<file path="src/rtl/mtx_pkg.sv">
package mtx_pkg;

    typedef enum logic [2:0] {
        PH_IDLE,
        PH_TEST,
        PH_PRE,
        PH_SYNC,
        PH_DATA,
        PH_STOP
    } phase_e;

    // halves in a sync-end or stop marker: four high then four low
    localparam int MARK_HALVES = 8;
    localparam int MARK_HIGH   = 4;

endpackage

</file>
<file path="src/rtl/mtx_bit_pick.sv">
module mtx_bit_pick #(
    parameter int BUF_W = 160,
    parameter int HC_W  = 9
) (
    input  logic [BUF_W-1:0] dbuf,
    input  logic [HC_W-1:0]  hcnt,
    output logic             bit_o
);
    localparam int PW = $clog2(BUF_W);

    int bit_idx;
    int pos;

    // payload bit number is the half count without its half flag;
    // byte 0 leads, each byte MSB first
    always_comb begin
        bit_idx = int'(hcnt[HC_W-1:1]);
        pos     = (bit_idx / 8) * 8 + 7 - (bit_idx % 8);
        if (pos < BUF_W) begin
            bit_o = dbuf[pos[PW-1:0]];
        end else begin
            bit_o = 1'b0;
        end
    end

endmodule

</file>
<file path="src/rtl/mtx_line_enc.sv">
module mtx_line_enc
    import mtx_pkg::*;
#(
    parameter int HC_W = 9
) (
    input  phase_e          phase,
    input  logic [HC_W-1:0] hcnt,
    input  logic            data_bit,
    output logic            line_o
);
    always_comb begin
        case (phase)
            PH_TEST, PH_PRE: line_o = hcnt[0];            // coded 0: low, high
            PH_SYNC, PH_STOP: line_o = (int'(hcnt) < MARK_HIGH);
            PH_DATA:          line_o = data_bit ^ hcnt[0]; // 1: high, low
            default:          line_o = 1'b0;
        endcase
    end

endmodule

</file>
<file path="src/rtl/mtx_seq.sv">
module mtx_seq
    import mtx_pkg::*;
#(
    parameter int MAX_BYTES = 20,
    parameter int LONG_PRE  = 26,
    parameter int SHORT_PRE = 16,
    parameter int CNT_W     = 5,
    parameter int HC_W      = 9,
    parameter int BUF_W     = 160
) (
    input  logic             clk,
    input  logic             rst_n,
    input  logic             hb_tick,
    input  logic             start,
    input  logic             short_sync,
    input  logic             zero_test,
    input  logic [CNT_W-1:0] byte_count,
    input  logic [BUF_W-1:0] data_buf,
    output phase_e           phase_o,
    output logic [HC_W-1:0]  hcnt_o,
    output logic [BUF_W-1:0] dbuf_o,
    output logic             done_o
);
    typedef struct packed {
        phase_e           phase;
        logic [HC_W-1:0]  hcnt;
        logic [CNT_W-1:0] nbytes;
        logic             shrt;
        logic [BUF_W-1:0] dbuf;
        logic             done;
    } seq_t;

    seq_t seq_d, seq_q;
    logic [HC_W-1:0] last_idx;
    logic            at_last;

    // index of the final half of the current phase
    always_comb begin
        case (seq_q.phase)
            PH_PRE:  last_idx = seq_q.shrt ? HC_W'(2 * SHORT_PRE - 1)
                                           : HC_W'(2 * LONG_PRE - 1);
            PH_DATA: last_idx = HC_W'(int'(seq_q.nbytes) * 16 - 1);
            default: last_idx = HC_W'(MARK_HALVES - 1);
        endcase
        at_last = (seq_q.hcnt == last_idx);
    end

    always_comb begin
        seq_d      = seq_q;
        seq_d.done = 1'b0;
        case (seq_q.phase)
            PH_IDLE: begin
                if (zero_test) begin
                    seq_d.phase = PH_TEST;
                    seq_d.hcnt  = '0;
                end else if (start) begin
                    seq_d.phase  = PH_PRE;
                    seq_d.hcnt   = '0;
                    seq_d.nbytes = (byte_count > CNT_W'(MAX_BYTES))
                                   ? CNT_W'(MAX_BYTES) : byte_count;
                    seq_d.shrt   = short_sync;
                    seq_d.dbuf   = data_buf;
                end
            end
            PH_TEST: begin
                if (!zero_test) begin
                    seq_d.phase = PH_IDLE;
                end else if (hb_tick) begin
                    seq_d.hcnt = seq_q.hcnt + 1'b1;
                end
            end
            default: begin
                if (hb_tick) begin
                    if (at_last) begin
                        seq_d.hcnt = '0;
                        case (seq_q.phase)
                            PH_PRE:  seq_d.phase = PH_SYNC;
                            PH_SYNC: seq_d.phase = (seq_q.nbytes == '0)
                                                   ? PH_STOP : PH_DATA;
                            PH_DATA: seq_d.phase = PH_STOP;
                            default: begin
                                seq_d.phase = PH_IDLE;
                                seq_d.done  = 1'b1;
                            end
                        endcase
                    end else begin
                        seq_d.hcnt = seq_q.hcnt + 1'b1;
                    end
                end
            end
        endcase
    end

    always_ff @(posedge clk or negedge rst_n) begin
        if (!rst_n) begin
            seq_q <= '{phase: PH_IDLE, hcnt: '0, nbytes: '0, shrt: 1'b0,
                       dbuf: '0, done: 1'b0};
        end else begin
            seq_q <= seq_d;
        end
    end

    assign phase_o = seq_q.phase;
    assign hcnt_o  = seq_q.hcnt;
    assign dbuf_o  = seq_q.dbuf;
    assign done_o  = seq_q.done;

    assert_done_after_stop_R8: assert property (@(posedge clk) disable iff (!rst_n)
        seq_q.done |-> $past(seq_q.phase) == PH_STOP);

    assert_done_single_R8: assert property (@(posedge clk) disable iff (!rst_n)
        seq_q.done |=> !seq_q.done);

    assert_start_ignored_R9: assert property (@(posedge clk) disable iff (!rst_n)
        (seq_q.phase != PH_IDLE && start)
        |=> $stable(seq_q.nbytes) && $stable(seq_q.dbuf) && $stable(seq_q.shrt));

    assert_hold_no_tick_R11: assert property (@(posedge clk) disable iff (!rst_n)
        (seq_q.phase != PH_IDLE && seq_q.phase != PH_TEST && !hb_tick)
        |=> $stable(seq_q.phase) && $stable(seq_q.hcnt));

    assert_test_exit_R10: assert property (@(posedge clk) disable iff (!rst_n)
        (seq_q.phase == PH_TEST && !zero_test)
        |=> seq_q.phase == PH_IDLE && !seq_q.done);

    assert_byte_limit_R7: assert property (@(posedge clk) disable iff (!rst_n)
        int'(seq_q.nbytes) <= MAX_BYTES);

endmodule

</file>
<file path="src/rtl/mtx_aux_tx.sv">
module mtx_aux_tx
    import mtx_pkg::*;
#(
    parameter int MAX_BYTES = 20,
    parameter int LONG_PRE  = 26,
    parameter int SHORT_PRE = 16,
    parameter int BYTE_W    = 8
) (
    input  logic                              clk,
    input  logic                              rst_n,
    input  logic                              hb_tick,
    input  logic                              start,
    input  logic                              short_sync,
    input  logic                              zero_test,
    input  logic [$clog2(MAX_BYTES+1)-1:0]    byte_count,
    input  logic [MAX_BYTES*BYTE_W-1:0]       data_buf,
    output logic                              line_out,
    output logic                              line_oe,
    output logic                              done
);
    localparam int CNT_W     = $clog2(MAX_BYTES + 1);
    localparam int BUF_W     = MAX_BYTES * BYTE_W;
    localparam int DATA_HALF = BUF_W * 2;
    localparam int PRE_HALF  = 2 * LONG_PRE;
    localparam int MAX_HALF  = (DATA_HALF > PRE_HALF) ? DATA_HALF : PRE_HALF;
    localparam int HC_W      = (MAX_HALF > MARK_HALVES) ? $clog2(MAX_HALF)
                                                        : $clog2(MARK_HALVES);

    phase_e           phase;
    logic [HC_W-1:0]  hcnt;
    logic [BUF_W-1:0] dbuf;
    logic             data_bit;
    logic             line_lvl;

    mtx_seq #(
        .MAX_BYTES (MAX_BYTES),
        .LONG_PRE  (LONG_PRE),
        .SHORT_PRE (SHORT_PRE),
        .CNT_W     (CNT_W),
        .HC_W      (HC_W),
        .BUF_W     (BUF_W)
    ) u_seq (
        .clk        (clk),
        .rst_n      (rst_n),
        .hb_tick    (hb_tick),
        .start      (start),
        .short_sync (short_sync),
        .zero_test  (zero_test),
        .byte_count (byte_count),
        .data_buf   (data_buf),
        .phase_o    (phase),
        .hcnt_o     (hcnt),
        .dbuf_o     (dbuf),
        .done_o     (done)
    );

    mtx_bit_pick #(
        .BUF_W (BUF_W),
        .HC_W  (HC_W)
    ) u_pick (
        .dbuf  (dbuf),
        .hcnt  (hcnt),
        .bit_o (data_bit)
    );

    mtx_line_enc #(
        .HC_W (HC_W)
    ) u_enc (
        .phase    (phase),
        .hcnt     (hcnt),
        .data_bit (data_bit),
        .line_o   (line_lvl)
    );

    // line is driven exactly while a frame or test runs
    assign line_oe  = (phase != PH_IDLE);
    assign line_out = line_lvl;

    assert_mid_cell_flip_R6: assert property (@(posedge clk) disable iff (!rst_n)
        (phase == PH_DATA && hb_tick && !hcnt[0]) |=> line_out != $past(line_out));

    assert_idle_quiet_R1: assert property (@(posedge clk) disable iff (!rst_n)
        !line_oe |-> !line_out);

    assert_oe_after_start_R2: assert property (@(posedge clk) disable iff (!rst_n)
        (!line_oe && start && !zero_test) |=> line_oe);

endmodule

</file>
<file path="config.mk">
export PLATFORM = sky130hd
export DESIGN_NAME = mtx_aux_tx
export DESIGN_NICKNAME = d
export VERILOG_FILES = /design/src/rtl/mtx_pkg.sv /design/src/rtl/mtx_bit_pick.sv /design/src/rtl/mtx_line_enc.sv /design/src/rtl/mtx_seq.sv /design/src/rtl/mtx_aux_tx.sv
export SDC_FILE = /design/constraint.sdc
export NUM_CORES = 1
export LEC_CHECK = 0
export CAP_MARGIN = 5
export CORE_MARGIN = 10
export CORE_UTILIZATION = 45
export CTS_CLUSTER_SIZE = 24
export DETAILED_ROUTE_END_ITERATION = 8
export GPL_TIMING_DRIVEN = 0
export PLACE_DENSITY = 0.69
export SLEW_MARGIN = 20
export SYNTH_ARGS = -nofsm -noshare
export SYNTH_HDL_FRONTEND = slang
export SYNTH_HIERARCHICAL = 1
export SYNTH_SLANG_ARGS = --single-unit
</file>
<file path="constraint.sdc">
create_clock -name clk -period 4.3 [get_ports clk]
set_clock_uncertainty 0.05 [all_clocks]
set_input_delay 0.43 -clock clk [delete_from_list [all_inputs] [get_ports clk]]
set_output_delay 0.43 -clock clk [all_outputs]
set_load 0.02 [all_outputs]
</file>
==> flow_metrics.py <==
metrics = {
    "drt": {
        "drt_iter0_drc": 379,
        "vias": 6536,
        "dr.pass1.iters": 4,
        "wl_per_cell_um": 18.2,
        "wl_um": 24500,
        "drc": 0,
        "vias_per_cell": 4.87,
        "detail-route-antenna-nets": 0,
    },
    "timing": {
        "worstMarginPinSlew_ps": 698,
        "final_hold_viol_count": 0,
        "fmax_mhz": 242,
        "drv_slew": 0,
        "finalWorstSetupSlack_ps": 165,
        "layout_min_cycle_time_ps": 4140,
        "setup_violations": 0,
        "relSlewSlack_pct": 53.4,
        "rsz0062_at_grt": "false",
        "post-route-period-util_pct": 96.2,
    },
    "clock_tree": {
        "root_buffer": "clkbuf_16",
        "cts_max_path_buffers": 2,
        "insertion_delay_ps": 420,
        "cts.sinks": 179,
        "cts_buffers": 17,
        "htreeDepth": 4,
        "cts_setup_buffers": 0,
        "cts_tree": "done",
        "clkTransAtPathRegs_ps": 70,
    },
    "floorplan": {
        "fp.coreArea_um2": 22800,
        "start_util_pct": 46.0,
        "die_y_um": 173,
        "boundaryPins": 174,
        "die_width_um": 173,
        "core.rowCount": 55,
        "die-area_um2": 29900,
    },
    "power_and_ir_drop": {
        "power_density_nw_per_um2": 383,
        "ir_worst_vdd_mv": 0.229,
        "leakagePower_nw": 6.50,
    },
    "worst_setup_path": {
        "worstSetupStartpointType": "register",
        "worst-path-max-fanout": 8,
        "crit_chain": "buf_4 > clkinvlp_4 > ha_4 > o21bai_1 > a21oi_2 > xor2_1 > or3_1 > or3_1 > a31oi_1 > xor2_1 > a31oi_1 > o21ai_1 > buf_4",
        "crit_type": "reg2out",
        "worst_ep_required_time_ps": 3820,
        "path_buf_inv": 3,
        "worstPathArrival_ps": 3660,
        "critical-path-top-delay-family": "compound AO/OA/AOI/OAI gates",
        "cp_slowest_stage_delay_ps": 410,
        "critPathSlowestCell": "dfrtp_2",
        "end_kind": "primary output",
    },
    "yosys": {
        "ys_seq_area_share_pct": 42.6,
        "synth_seq_cells": 179,
        "synth_area_um2": 10500,
        "avgSynthCellArea_um2": 12.8,
        "async_flop_share_pct": 100,
        "yosysWarnings": 6,
        "synth_flop_cell": "dfrtp_1",
        "syn_inst": 823,
        "synth_edf_count": 0,
        "syn-num-nets": 1001,
        "synth.distinct_cells": 63,
    },
    "status": {
        "status": "finished clean",
    },
    "placement": {
        "dpl.hpwl_um": 18300,
        "gp_congestion": 0.843,
        "pre_cts_ws_ps": -199,
        "dp_cells": 1310,
        "portBuffers": 173,
    },
    "finish": {
        "instances_no_fill": 1342,
        "nNetsFinal": 1193,
        "layout_commonest_cell": "buf_4",
        "fillers": 1970,
        "drive_above_1_share_pct": 43.5,
        "most-common-layout-cells": "177 x buf_4, 176 x dfrtp_1, 171 x clkdlybuf4s50_1, 92 x mux2_2, 82 x mux2_4",
        "syn_to_final_growth_pct": 26.2,
    },
    "global_route": {
        "grtUsageTotal_pct": 16.4,
        "grt_first_pass_wirelength_um": 38900,
        "grt_pass1_vias": 6996,
        "grt_antenna_before_repair": 2,
        "globalRouteOverflowTotal": 0,
        "grt_max_degree": 94,
    },
    "run": {
        "drv_cap": 0,
    },
    "min_path": {
        "hold_class": "reg2reg",
    },
}
metrics by stage:
stage	instance area [um^2]	total power, mW	setup TNS [ps]	hold slack [ps]	util [%]
2_1_floorplan	10500	2.99	0	84.4	-
3_3_place_gp	12600	3.55	-887860	437	55.3
3_5_place_dp	12700	3.56	-199	435	55.5
4_1_cts	13300	5.13	0	459	58.1
5_1_grt	13300	5.36	0	469	58.1
6_report	13300	5.09	0	455	58.1
power by group:
| group | total (mW) | internal, mW | switching, mW |
|---|---|---|---|
| clock network | 1.52 | 0.821 | 0.700 |
| logic | 1.70 | 0.861 | 0.843 |
| registers | 1.87 | 1.78 | 0.0856 |
| total | 5.09 | 3.46 | 1.63 |
synth_stat cells, drive strengths merged, types with 2 or more instances:
| cell type | n | area share (%) |
|---|---|---|
| o211ai | 4 | 0.29 |
| nor4 | 7 | 0.42 |
| or4 | 2 | 0.14 |
| or3 | 8 | 0.52 |
| nor3 | 7 | 0.33 |
| mux2i | 8 | 0.76 |
| and2b | 3 | 0.21 |
| a2bb2oi | 2 | 0.17 |
| a21oi | 16 | 0.76 |
| clkbuf | 8 | 0.29 |
| o21ai | 12 | 0.61 |
| a22oi | 12 | 0.86 |
| mux4 | 28 | 6.4 |
| and2 | 2 | 0.12 |
| nor3b | 2 | 0.19 |
| dfrtp | 179 | 43 |
| o31ai | 4 | 0.42 |
| a31oi | 5 | 0.30 |
| inv | 14 | 0.50 |
| nand3 | 6 | 0.29 |
| nor2 | 17 | 0.61 |
| o22ai | 7 | 0.42 |
| nor4b | 2 | 0.23 |
| xor2 | 6 | 0.50 |
| buf | 204 | 15 |
| a211oi | 6 | 0.43 |
| xnor2 | 5 | 0.42 |
| o21bai | 2 | 0.14 |
| nand2b | 4 | 0.24 |
| a2111oi | 4 | 0.33 |
| a21o | 7 | 0.50 |
| ha | 7 | 0.83 |
| and4 | 2 | 0.17 |
| or3b | 3 | 0.25 |
| mux2 | 174 | 22 |
| nand2 | 21 | 0.75 |
| nor2b | 9 | 0.54 |
| nand4 | 2 | 0.12 |
kinds of logic (layout without fill, tap and decap cells):
family | count (synthesis) | count (layout) | synth area share (%)
AO/OA/AOI/OAI | 88 | 88 | 5.85
XOR/XNOR | 11 | 11 | 0.916
adder cells (fa/ha/maj) | 7 | 7 | 0.833
buffers and inverters | 226 | 431 | 15.6
flip-flops | 179 | 179 | 42.6
multiplexers | 210 | 210 | 28.7
other | 0 | 1 | 0
AND/OR/NAND/NOR | 102 | 102 | 5.50
sequential cells by signal, summed over array words and instances (netlist names):
signal,cells
u_seq/dbuf_o,160
u_seq/done_o,1
u_seq/seq_q,6
u_seq/phase_o,3
u_seq/hcnt_o,9
final timing paths:
check	start	to	slack, ps	cells past startpoint
max reg2reg	u_seq/seq_q[162]	u_seq/hcnt_o[7]	1700	9
min reg2reg	u_seq/dbuf_o[122]	u_seq/dbuf_o[122]	450	1
min in group asynchronous	rst_n	u_seq/done_o	540	2
max in group asynchronous	rst_n	u_seq/hcnt_o[7]	2780	3
max	u_seq/hcnt_o[5]	line_out	160	13
min	u_seq/dbuf_o[122]	u_seq/dbuf_o[122]	450	1
what timing repair did:
action / CTS / global route
pin swaps: 0 / 1
gates resized for setup: 9 / 8
endpoints found under the hold margin: 33 / 0
setup endpoints to repair: 1 / 1
hold buffers: 1 / 0
area by class of cell:
type	instances	area, um^2	area share [%]
sequential	179	4480	33.8
multi-input combinational	418	4420	33.3
timing repair buffer	175	1770	13.3
buffer	210	1590	12.0
clock buffer	18	439	3.31
tap	313	392	2.95
clock inverter	14	126	0.952
inverter	14	56.3	0.424
antenna	1	2.50	0.0188
per-layer routing:
metal	GRT usage [%]	vias up	routed length [um]
met5	0	-	13
met4	3.92	2	143
met3	3.62	10	767
met2	26.5	128	11800
met1	22.1	3225	11700
li1	-	3171	-
Note: power is estimated with default switching activity, not from simulation.
